[src/rtl/ewg_pkg.sv]
package ewg_pkg;
   function automatic int unsigned ewg_idx_w(input int unsigned n);
      return (n < 2) ? 1 : $clog2(n);
   endfunction
endpackage

[src/rtl/ewg_sync.sv]
module ewg_sync #(
   parameter int unsigned W      = 8,
   parameter int unsigned STAGES = 2
) (
   input  logic         clk,
   input  logic         rst_n,
   input  logic [W-1:0] d_i,
   output logic [W-1:0] q_o
);
   logic [W-1:0] stg_q [STAGES];

   always_ff @(posedge clk or negedge rst_n) begin
      if (!rst_n) begin
         for (int i = 0; i < STAGES; i++) stg_q[i] <= '0;
      end else begin
         stg_q[0] <= d_i;
         for (int i = 1; i < STAGES; i++) stg_q[i] <= stg_q[i-1];
      end
   end

   assign q_o = stg_q[STAGES-1];
endmodule

[src/rtl/ewg_line_latch.sv]
module ewg_line_latch #(
   parameter int unsigned W = 8
) (
   input  logic         clk,
   input  logic         rst_n,
   input  logic [W-1:0] lvl_i,
   input  logic         clr_i,
   output logic [W-1:0] pend_o
);
   logic [W-1:0] prev_q;
   logic [W-1:0] pend_q;
   logic [W-1:0] fall;

   assign fall = prev_q & ~lvl_i;

   for (genvar b = 0; b < W; b++) begin : g_line
      always_ff @(posedge clk or negedge rst_n) begin
         if (!rst_n) begin
            prev_q[b] <= 1'b0;
            pend_q[b] <= 1'b0;
         end else begin
            prev_q[b] <= lvl_i[b];
            if (fall[b])     pend_q[b] <= 1'b1;
            else if (clr_i)  pend_q[b] <= 1'b0;
         end
      end
   end

   assign pend_o = pend_q;
endmodule

[src/rtl/ewg_mask_bank.sv]
module ewg_mask_bank #(
   parameter int unsigned             GROUPS = 4,
   parameter int unsigned             W      = 8,
   parameter int unsigned             AW     = 2,
   parameter logic [GROUPS*W-1:0]     RST    = '1
) (
   input  logic                clk,
   input  logic                rst_n,
   input  logic                wr_en_i,
   input  logic [AW-1:0]       addr_i,
   input  logic [W-1:0]        wdata_i,
   output logic [W-1:0]        rdata_o,
   output logic [GROUPS*W-1:0] mask_o
);
   logic [W-1:0] mask_q [GROUPS];

   for (genvar g = 0; g < GROUPS; g++) begin : g_reg
      always_ff @(posedge clk or negedge rst_n) begin
         if (!rst_n)                                  mask_q[g] <= RST[g*W +: W];
         else if (wr_en_i && (int'(addr_i) == g))     mask_q[g] <= wdata_i;
      end
      assign mask_o[g*W +: W] = mask_q[g];
   end

   always_comb begin
      rdata_o = '0;
      for (int g = 0; g < GROUPS; g++) begin
         if (int'(addr_i) == g) rdata_o = mask_q[g];
      end
   end
endmodule

[src/rtl/edge_wake_groups.sv]
module edge_wake_groups
   import ewg_pkg::*;
#(
   parameter int unsigned GROUPS        = 4,
   parameter int unsigned LINES_PER_GRP = 8,
   parameter int unsigned SYNC_STAGES   = 2,
   parameter logic [GROUPS*LINES_PER_GRP-1:0] MASK_RST = '1,
   localparam int unsigned NLINES = GROUPS * LINES_PER_GRP,
   localparam int unsigned AW     = ewg_idx_w(GROUPS)
) (
   input  logic                     clk,
   input  logic                     rst_n,
   input  logic [NLINES-1:0]        pin_i,
   input  logic                     reg_wr_en,
   input  logic [AW-1:0]            reg_addr,
   input  logic [LINES_PER_GRP-1:0] reg_wdata,
   output logic [LINES_PER_GRP-1:0] reg_rdata,
   input  logic [GROUPS-1:0]        grp_clr_i,
   output logic [GROUPS-1:0]        grp_req_o
);
   if (GROUPS < 1) begin : g_bad_groups
      $error("GROUPS must be at least 1");
   end
   if (LINES_PER_GRP < 1) begin : g_bad_lines
      $error("LINES_PER_GRP must be at least 1");
   end
   if (SYNC_STAGES < 2) begin : g_bad_sync
      $error("SYNC_STAGES must be at least 2");
   end

   logic [NLINES-1:0] lvl;
   logic [NLINES-1:0] mask;
   logic [NLINES-1:0] pend;

   ewg_sync #(.W(NLINES), .STAGES(SYNC_STAGES)) sync_i (
      .clk   (clk),
      .rst_n (rst_n),
      .d_i   (pin_i),
      .q_o   (lvl)
   );

   ewg_mask_bank #(
      .GROUPS (GROUPS),
      .W      (LINES_PER_GRP),
      .AW     (AW),
      .RST    (MASK_RST)
   ) mask_i (
      .clk     (clk),
      .rst_n   (rst_n),
      .wr_en_i (reg_wr_en),
      .addr_i  (reg_addr),
      .wdata_i (reg_wdata),
      .rdata_o (reg_rdata),
      .mask_o  (mask)
   );

   for (genvar g = 0; g < GROUPS; g++) begin : g_grp
      ewg_line_latch #(.W(LINES_PER_GRP)) latch_i (
         .clk    (clk),
         .rst_n  (rst_n),
         .lvl_i  (lvl[g*LINES_PER_GRP +: LINES_PER_GRP]),
         .clr_i  (grp_clr_i[g]),
         .pend_o (pend[g*LINES_PER_GRP +: LINES_PER_GRP])
      );
      assign grp_req_o[g] = |(pend[g*LINES_PER_GRP +: LINES_PER_GRP]
                              & ~mask[g*LINES_PER_GRP +: LINES_PER_GRP]);
   end
endmodule

[config.mk]
export PLATFORM = sky130hd
export DESIGN_NAME = edge_wake_groups
export DESIGN_NICKNAME = d
export VERILOG_FILES = /design/src/rtl/ewg_pkg.sv /design/src/rtl/ewg_sync.sv /design/src/rtl/ewg_line_latch.sv /design/src/rtl/ewg_mask_bank.sv /design/src/rtl/edge_wake_groups.sv
export SDC_FILE = /design/constraint.sdc
export NUM_CORES = 1
export LEC_CHECK = 0
export BUFFER_PORTS_ARGS = -buffer_cell sky130_fd_sc_hd__buf_2
export CAP_MARGIN = 25
export CORE_MARGIN = 1
export CORE_UTILIZATION = 61
export CTS_CLUSTER_SIZE = 8
export DETAILED_ROUTE_END_ITERATION = 10
export GPL_TIMING_DRIVEN = 0
export PLACE_DENSITY = 0.86
export SLEW_MARGIN = 10
export SYNTH_ARGS = -nofsm -noshare
export SYNTH_HDL_FRONTEND = slang
export SYNTH_SLANG_ARGS = --single-unit
[constraint.sdc]
create_clock -name clk -period 2.21 [get_ports clk]
set_clock_uncertainty 0.2 [all_clocks]
set_input_delay 0.1105 -clock clk [delete_from_list [all_inputs] [get_ports clk]]
set_output_delay 0.1105 -clock clk [all_outputs]
set_load 0.1 [all_outputs]
==> results.json, run 1 <==
{
  "status": "finished, violations left",
  "violations": "negative setup slack",
  "clkTransAtPathRegs_ns": 0.07,
  "criticalPathCategory": "flip-flop to primary output",
  "worstPathCellList": "o22ai_2 -> or4_4 -> buf_12",
  "p_clk_share_pct": 38.4,
  "finalNetCount": 517,
  "seqPwrFrac_pct": 45.4,
  "antenna_found_initial": 0,
  "crit_end": "grp_req_o[2]",
  "setup_ws_ns": -0.0673,
  "p_int_w": 0.00544,
  "die_h_um": 94.7,
  "ios": 61,
  "synth_top_area_share_pct": 61.1,
  "gp_congestion": 0.772,
  "clock_sinks": 160,
  "dpl.cell_count": 488,
  "p_sw_share_pct": 28.4,
  "worstSetupEndpointType": "primary output",
  "combinationalPowerShare_pct": 16.1,
  "wirelength_mm": 12.7,
  "grt_setup_unrepaired": "yes",
  "path_delay_family": "flip-flops",
  "die_area_sq_um": 8970,
  "reg2reg_depth": 2,
  "routed_via_density": 5.57,
  "ys_seq_elements": 160,
  "insertion_delay_ns": 0.53,
  "slowest_delay_ns": 0.58,
  "firstDrtPassIters": 6,
  "cts_buffers": 17,
  "syn_area_sq_um": 5240,
  "start_util_pct": 63.5,
  "pre_cts_ws_ns": 0.404,
  "core-area_sq_um": 8260,
  "yosysTopAreaCell": "dfrtp_1",
  "io_buffers": 56,
  "drv_cap": 0,
  "drive_gt1_share_pct": 40.7,
  "synth_seq_area_share_pct": 77.2,
  "startpoint": "mask_i.mask_o[16]",
  "crit_path_start_kind": "flip-flop",
  "avgSynthCellArea_sq_um": 16.1,
  "worst_ir_drop_vdd_mv": 0.666,
  "min_path_type": "input pin to flip-flop",
  "yosysWarningCount": 0,
  "diodes": 0,
  "fin_crit_sh_pct": 103,
  "overflow": 0,
  "clk_path_buf_depth": 2,
  "finalSetupViolCount": 2,
  "crit-reg2reg-launch": "mask_i.mask_o[3]",
  "grt_max_degree": 85,
  "grt_pass1_vias": 3531,
  "hold_viol": 0,
  "layout_common_cells": "128 x dfrtp_1, 64 x inv_1, 50 x dlygate4sd3_1",
  "powerDensity_nw_per_um2": 1080,
  "grtUsageTotal_pct": 29.9,
  "cp.depth": 3,
  "tightest_slew_ns": 0.581,
  "dr_total_vias": 3263,
  "synth_fp_nets": 375,
  "regToRegSetupSlack_ns": 0.73,
  "nFillCells": 341,
  "cp_num_buf_inv": 1,
  "dp_hpwl_mm": 6.16,
  "postSynthCellCount": 326,
  "final_cells": 586,
  "syn_to_final_growth_pct": 34.8,
  "slowest_stage": "dfstp_2",
  "drc": 0,
  "worst_ep_required_time_ns": 1.90,
  "p_switching_w": 0.00216,
  "first_iter_violations": 215,
  "p_leak_nw": 3.31,
  "clock.fmax_mhz": 439,
  "synth_cell_types": 13,
  "post-route-util_pct": 85.5,
  "fp-row-count": 33,
  "wl_per_cell_um": 21.7,
  "die_x_um": 94.7,
  "yosys-top-cells-area": "dfrtp_1 61%, dfstp_2 16%, mux2_2 6.9%, o22ai_1 5.7%, inv_1 4.6%",
  "slew_viol_final": 0,
  "layout_commonest_cell": "dfrtp_1",
  "cts_root_buf": "clkbuf_8",
  "cts_tree": "yes",
  "period_needed_ns": 2.28,
  "htree_levels": 4,
  "ant_nets": 0,
  "r2r_end": "mask_i.mask_o[3]",
  "slew_headroom_pct": 61.3,
  "cp.arrival_ns": 1.97,
  "finalInstanceArea_sq_um": 7060,
  "critPathMaxFanout": 3,
  "placed_area_sq_um": 5690,
  "grt_pass1_wl_mm": 18.6
}
==> cell type report <==
class	instances	area, sq um	share of cell area (%)
sequential	160	4040	57.3
timing repair buffer	123	1020	14.4
multi-input combinational	96	993	14.1
clock buffer	18	428	6.06
inverter	64	240	3.40
clock inverter	14	170	2.41
tap	105	131	1.86
buffer	6	37.5	0.531
==> through the flow <==
step                      setup TNS [ns]  hold WS, ns  total power (W)
after CTS                       -0.00236      0.00280          0.00748
after global routing              -0.158      0.00443          0.00782
final                            -0.0718       0.0143          0.00760
after global placement           -169.88       0.0177          0.00431
after detailed placement               0      -0.0926          0.00437
after floorplan                        0       -0.385          0.00408
==> metal layers <==
| metal | track usage, % | share of wire [%] |
|---|---|---|
| met1 | 35.0 | 38 |
| met2 | 52.1 | 54 |
| met3 | 7.57 | 5.3 |
| met4 | 13.3 | 2.5 |
| met5 | 0 | 0 |
==> power by group through the flow <==
stage	Combinational (W)	Sequential, W	Clock, W
CTS	0.00114	0.00343	0.00291
global route	0.00128	0.00347	0.00307
global placement	0.000858	0.00345	0
floorplan	0.000678	0.00340	0
detailed placement	0.000892	0.00347	0
finish	0.00123	0.00345	0.00292
==> Yosys cell counts <==
cell	number
dfrtp_1	128
inv_1	64
o22ai_1	48
dfstp_2	32
mux2_2	32
mux4_2	8
clkbuf_1	4
or4_1	4
nand3b_2	2
buf_4	1
buf_6	1
nand3_2	1
nor3b_4	1
==> state kept, by name, indices dropped and copies added, names as in the netlist <==
name / count
g_grp.latch_i.prev_q: 32
sync_i.stg_q: 32
sync_i.q_o: 32
mask_i.mask_o: 32
g_grp.latch_i.pend_o: 32
==> cells by family (layout without fill, tap and decap cells) <==
| logic type | count (synthesis) | in the layout | share of synthesized area, % |
|---|---|---|---|
| compound gates | 48 | 48 | 5.73 |
| buf+inv | 70 | 225 | 5.23 |
| flops | 160 | 160 | 77.2 |
| mux | 40 | 40 | 10.3 |
| simple gates | 8 | 8 | 1.55 |
==> worst min path at each step <==
stage,end,from,cells past startpoint
floorplan,g_grp[0].latch_i.pend_o[0],rst_n,0
global placement,sync_i.stg_q[40],pin_i[8],1
CTS,sync_i.stg_q[57],pin_i[25],2
detailed placement,sync_i.stg_q[36],rst_n,1
global route,sync_i.stg_q[57],pin_i[25],2
finish,sync_i.stg_q[57],pin_i[25],2
==> what timing repair did <==
action,4_1_cts,5_1_grt
endpoints found under the hold margin,240,0
resized for setup,26,20
setup buffers,12,4
pin swaps,9,7
setup endpoints to repair,4,12
cloned,0,0
hold buffers,50,0
Power figures use the tool's default switching activity.
==> inputs of run 2 (changes only) <==
--- a/config.mk
+++ b/config.mk
@@ -7,6 +7,7 @@
 export LEC_CHECK = 0
 export BUFFER_PORTS_ARGS = -buffer_cell sky130_fd_sc_hd__buf_2
 export CAP_MARGIN = 25
+export CORE_ASPECT_RATIO = 0.6
 export CORE_MARGIN = 1
 export CORE_UTILIZATION = 61
 export CTS_CLUSTER_SIZE = 8
==> run 2 against run 1 <==
  * The flow now finishes without violations
  * Flip-flop and latch count stayed put
  * First-iteration DRC count is 1.4% lower
  * Fmax is 3.9% higher
  * Final area is 1.8% lower
  * Combinational power is 16% lower
  * Non-clock buffer count is 17 lower
  * Sequential power hardly changed
  * Die area is 0.13% higher
  * Via count is 5.0% lower
  * Core utilization is 0.060 points higher
  * Setup slack better by 0.085 ns
==> results.json, run 2 (synthesis gave the netlist of run 1 again) <==
{
  "tightest_slew_ns": 0.514,
  "dr_total_vias": 3101,
  "final_cells": 572,
  "powerDensity_nw_per_um2": 1150,
  "wirelength_mm": 11.3,
  "postCtsSetupBuffers": 0,
  "fp-row-count": 25,
  "routed_via_density": 5.42,
  "die_x_um": 122,
  "nFillCells": 344,
  "cp_num_buf_inv": 1,
  "dp_hpwl_mm": 6.17,
  "min_path_type": "input pin to flip-flop",
  "diodes": 0,
  "insertion_delay_ns": 0.42,
  "criticalPathCategory": "flip-flop to primary output",
  "critPathMaxFanout": 3,
  "start_util_pct": 64.7,
  "layout_common_cells": "128 x dfrtp_1, 64 x inv_1, 51 x buf_2",
  "core-area_sq_um": 8100,
  "clkTransAtPathRegs_ns": 0.06,
  "clock.fmax_mhz": 456,
  "die_h_um": 73.8,
  "finalNetCount": 500,
  "finalSetupViolCount": 0,
  "slew_headroom_pct": 65.7,
  "period_needed_ns": 2.19,
  "dpl.cell_count": 491,
  "ios": 61,
  "grt_pass1_wl_mm": 17.8,
  "layout_commonest_cell": "dfrtp_1",
  "p_leak_nw": 3.24,
  "cp.arrival_ns": 1.88,
  "slowest_stage": "dfstp_2",
  "path_delay_family": "flip-flops",
  "grt_max_degree": 112,
  "worstSetupEndpointType": "primary output",
  "antenna_found_initial": 0,
  "clock_sinks": 160,
  "gp_congestion": 0.824,
  "drv_cap": 0,
  "first_iter_violations": 212,
  "drc": 0,
  "multi_input_area_sq_um": 930,
  "fin_crit_sh_pct": 99.2,
  "grt_pass1_vias": 3406,
  "timing.hold.ws_ns": 0.0631,
  "hold_viol": 0,
  "cts_tree": "yes",
  "syn_to_final_growth_pct": 32.3,
  "post-route-util_pct": 85.6,
  "status": "finished, final reports clean",
  "crit_path_start_kind": "flip-flop",
  "drive_gt1_share_pct": 36.0,
  "grt_setup_unrepaired": "no",
  "io_buffers": 56,
  "slew_viol_final": 0,
  "worst_ep_required_time_ns": 1.90,
  "worst_ir_drop_vdd_mv": 0.739,
  "seq_area_sq_um": 4040,
  "worstPathCellList": "o22ai_1 -> or4_4 -> buf_8",
  "clk_path_buf_depth": 2,
  "htree_levels": 4,
  "ant_nets": 0,
  "grtUsageTotal_pct": 29.0,
  "cts_root_buf": "clkbuf_16",
  "wl_per_cell_um": 19.8,
  "firstDrtPassIters": 4,
  "die_area_sq_um": 8980,
  "cts_buffers": 17,
  "slowest_delay_ns": 0.59,
  "overflow": 0
}
run 2: layout make-up:
type / count / area share [%]
clock buffers: 23 / 6.89
clock inverters: 9 / 3.27
plain buffers: 6 / 0.487
flip-flops and latches: 160 / 58.3
multi-input cells: 96 / 13.4
well taps: 108 / 1.95
repair buffers: 106 / 12.2
inverters: 64 / 3.46
run 2: timing repair:
| action | in CTS | in global routing |
|---|---|---|
| pin swaps | 0 | 0 |
| hold buffers | 49 | 0 |
| setup endpoints to repair | 4 | 3 |
| endpoints found under the hold margin | 232 | 0 |
| resized for setup | 6 | 5 |
run 2: metal layers:
metal	GRT usage (%)	share of wire (%)	vias to the layer above
met5	0	0	-
met4	13.0	2.2	0
met3	9.39	5.4	25
met2	51.4	53	111
met1	32.6	39	1610
li1	-	-	1355
run 2: worst paths after layout:
| check | startpoint | to | slack (ns) | cells after the start |
|---|---|---|---|---|
| max | mask_i.mask_o[22] | grp_req_o[2] | 0.02 | 3 |
| min | reg_wr_en | mask_i.mask_o[21] | 0.06 | 3 |
| max reg2reg | mask_i.mask_o[2] | mask_i.mask_o[2] | 0.71 | 2 |
| min reg2reg | sync_i.stg_q[48] | sync_i.q_o[16] | 0.15 | 0 |
| max in group asynchronous | rst_n | mask_i.mask_o[8] | 1.19 | 3 |
| min in group asynchronous | rst_n | mask_i.mask_o[25] | 0.10 | 2 |
run 2: tightest hold or removal path, cell delays in order:
cell      delay [ns]
buf_2           0.14
nand3b_2        0.21
mux2_2          0.19
run 2: power by group:
group	switching (W)	internal, W
sequential	0.000183	0.00327
clock	0.00114	0.00233
combinational	0.000661	0.000367
total	0.00199	0.00596
run 2: metrics by stage:
stage / total power, W / setup WS (ns) / instance area, sq um / setup TNS [ns]
2_1_floorplan: 0.00408 / 0.355 / 5240 / 0
3_3_place_gp: 0.00432 / -1.22 / 5660 / -166.81
3_5_place_dp: 0.00437 / 0.409 / 5690 / 0
4_1_cts: 0.00793 / 0.00975 / 6920 / 0
5_1_grt: 0.00818 / 0.00120 / 6930 / 0
6_report: 0.00795 / 0.0175 / 6930 / 0
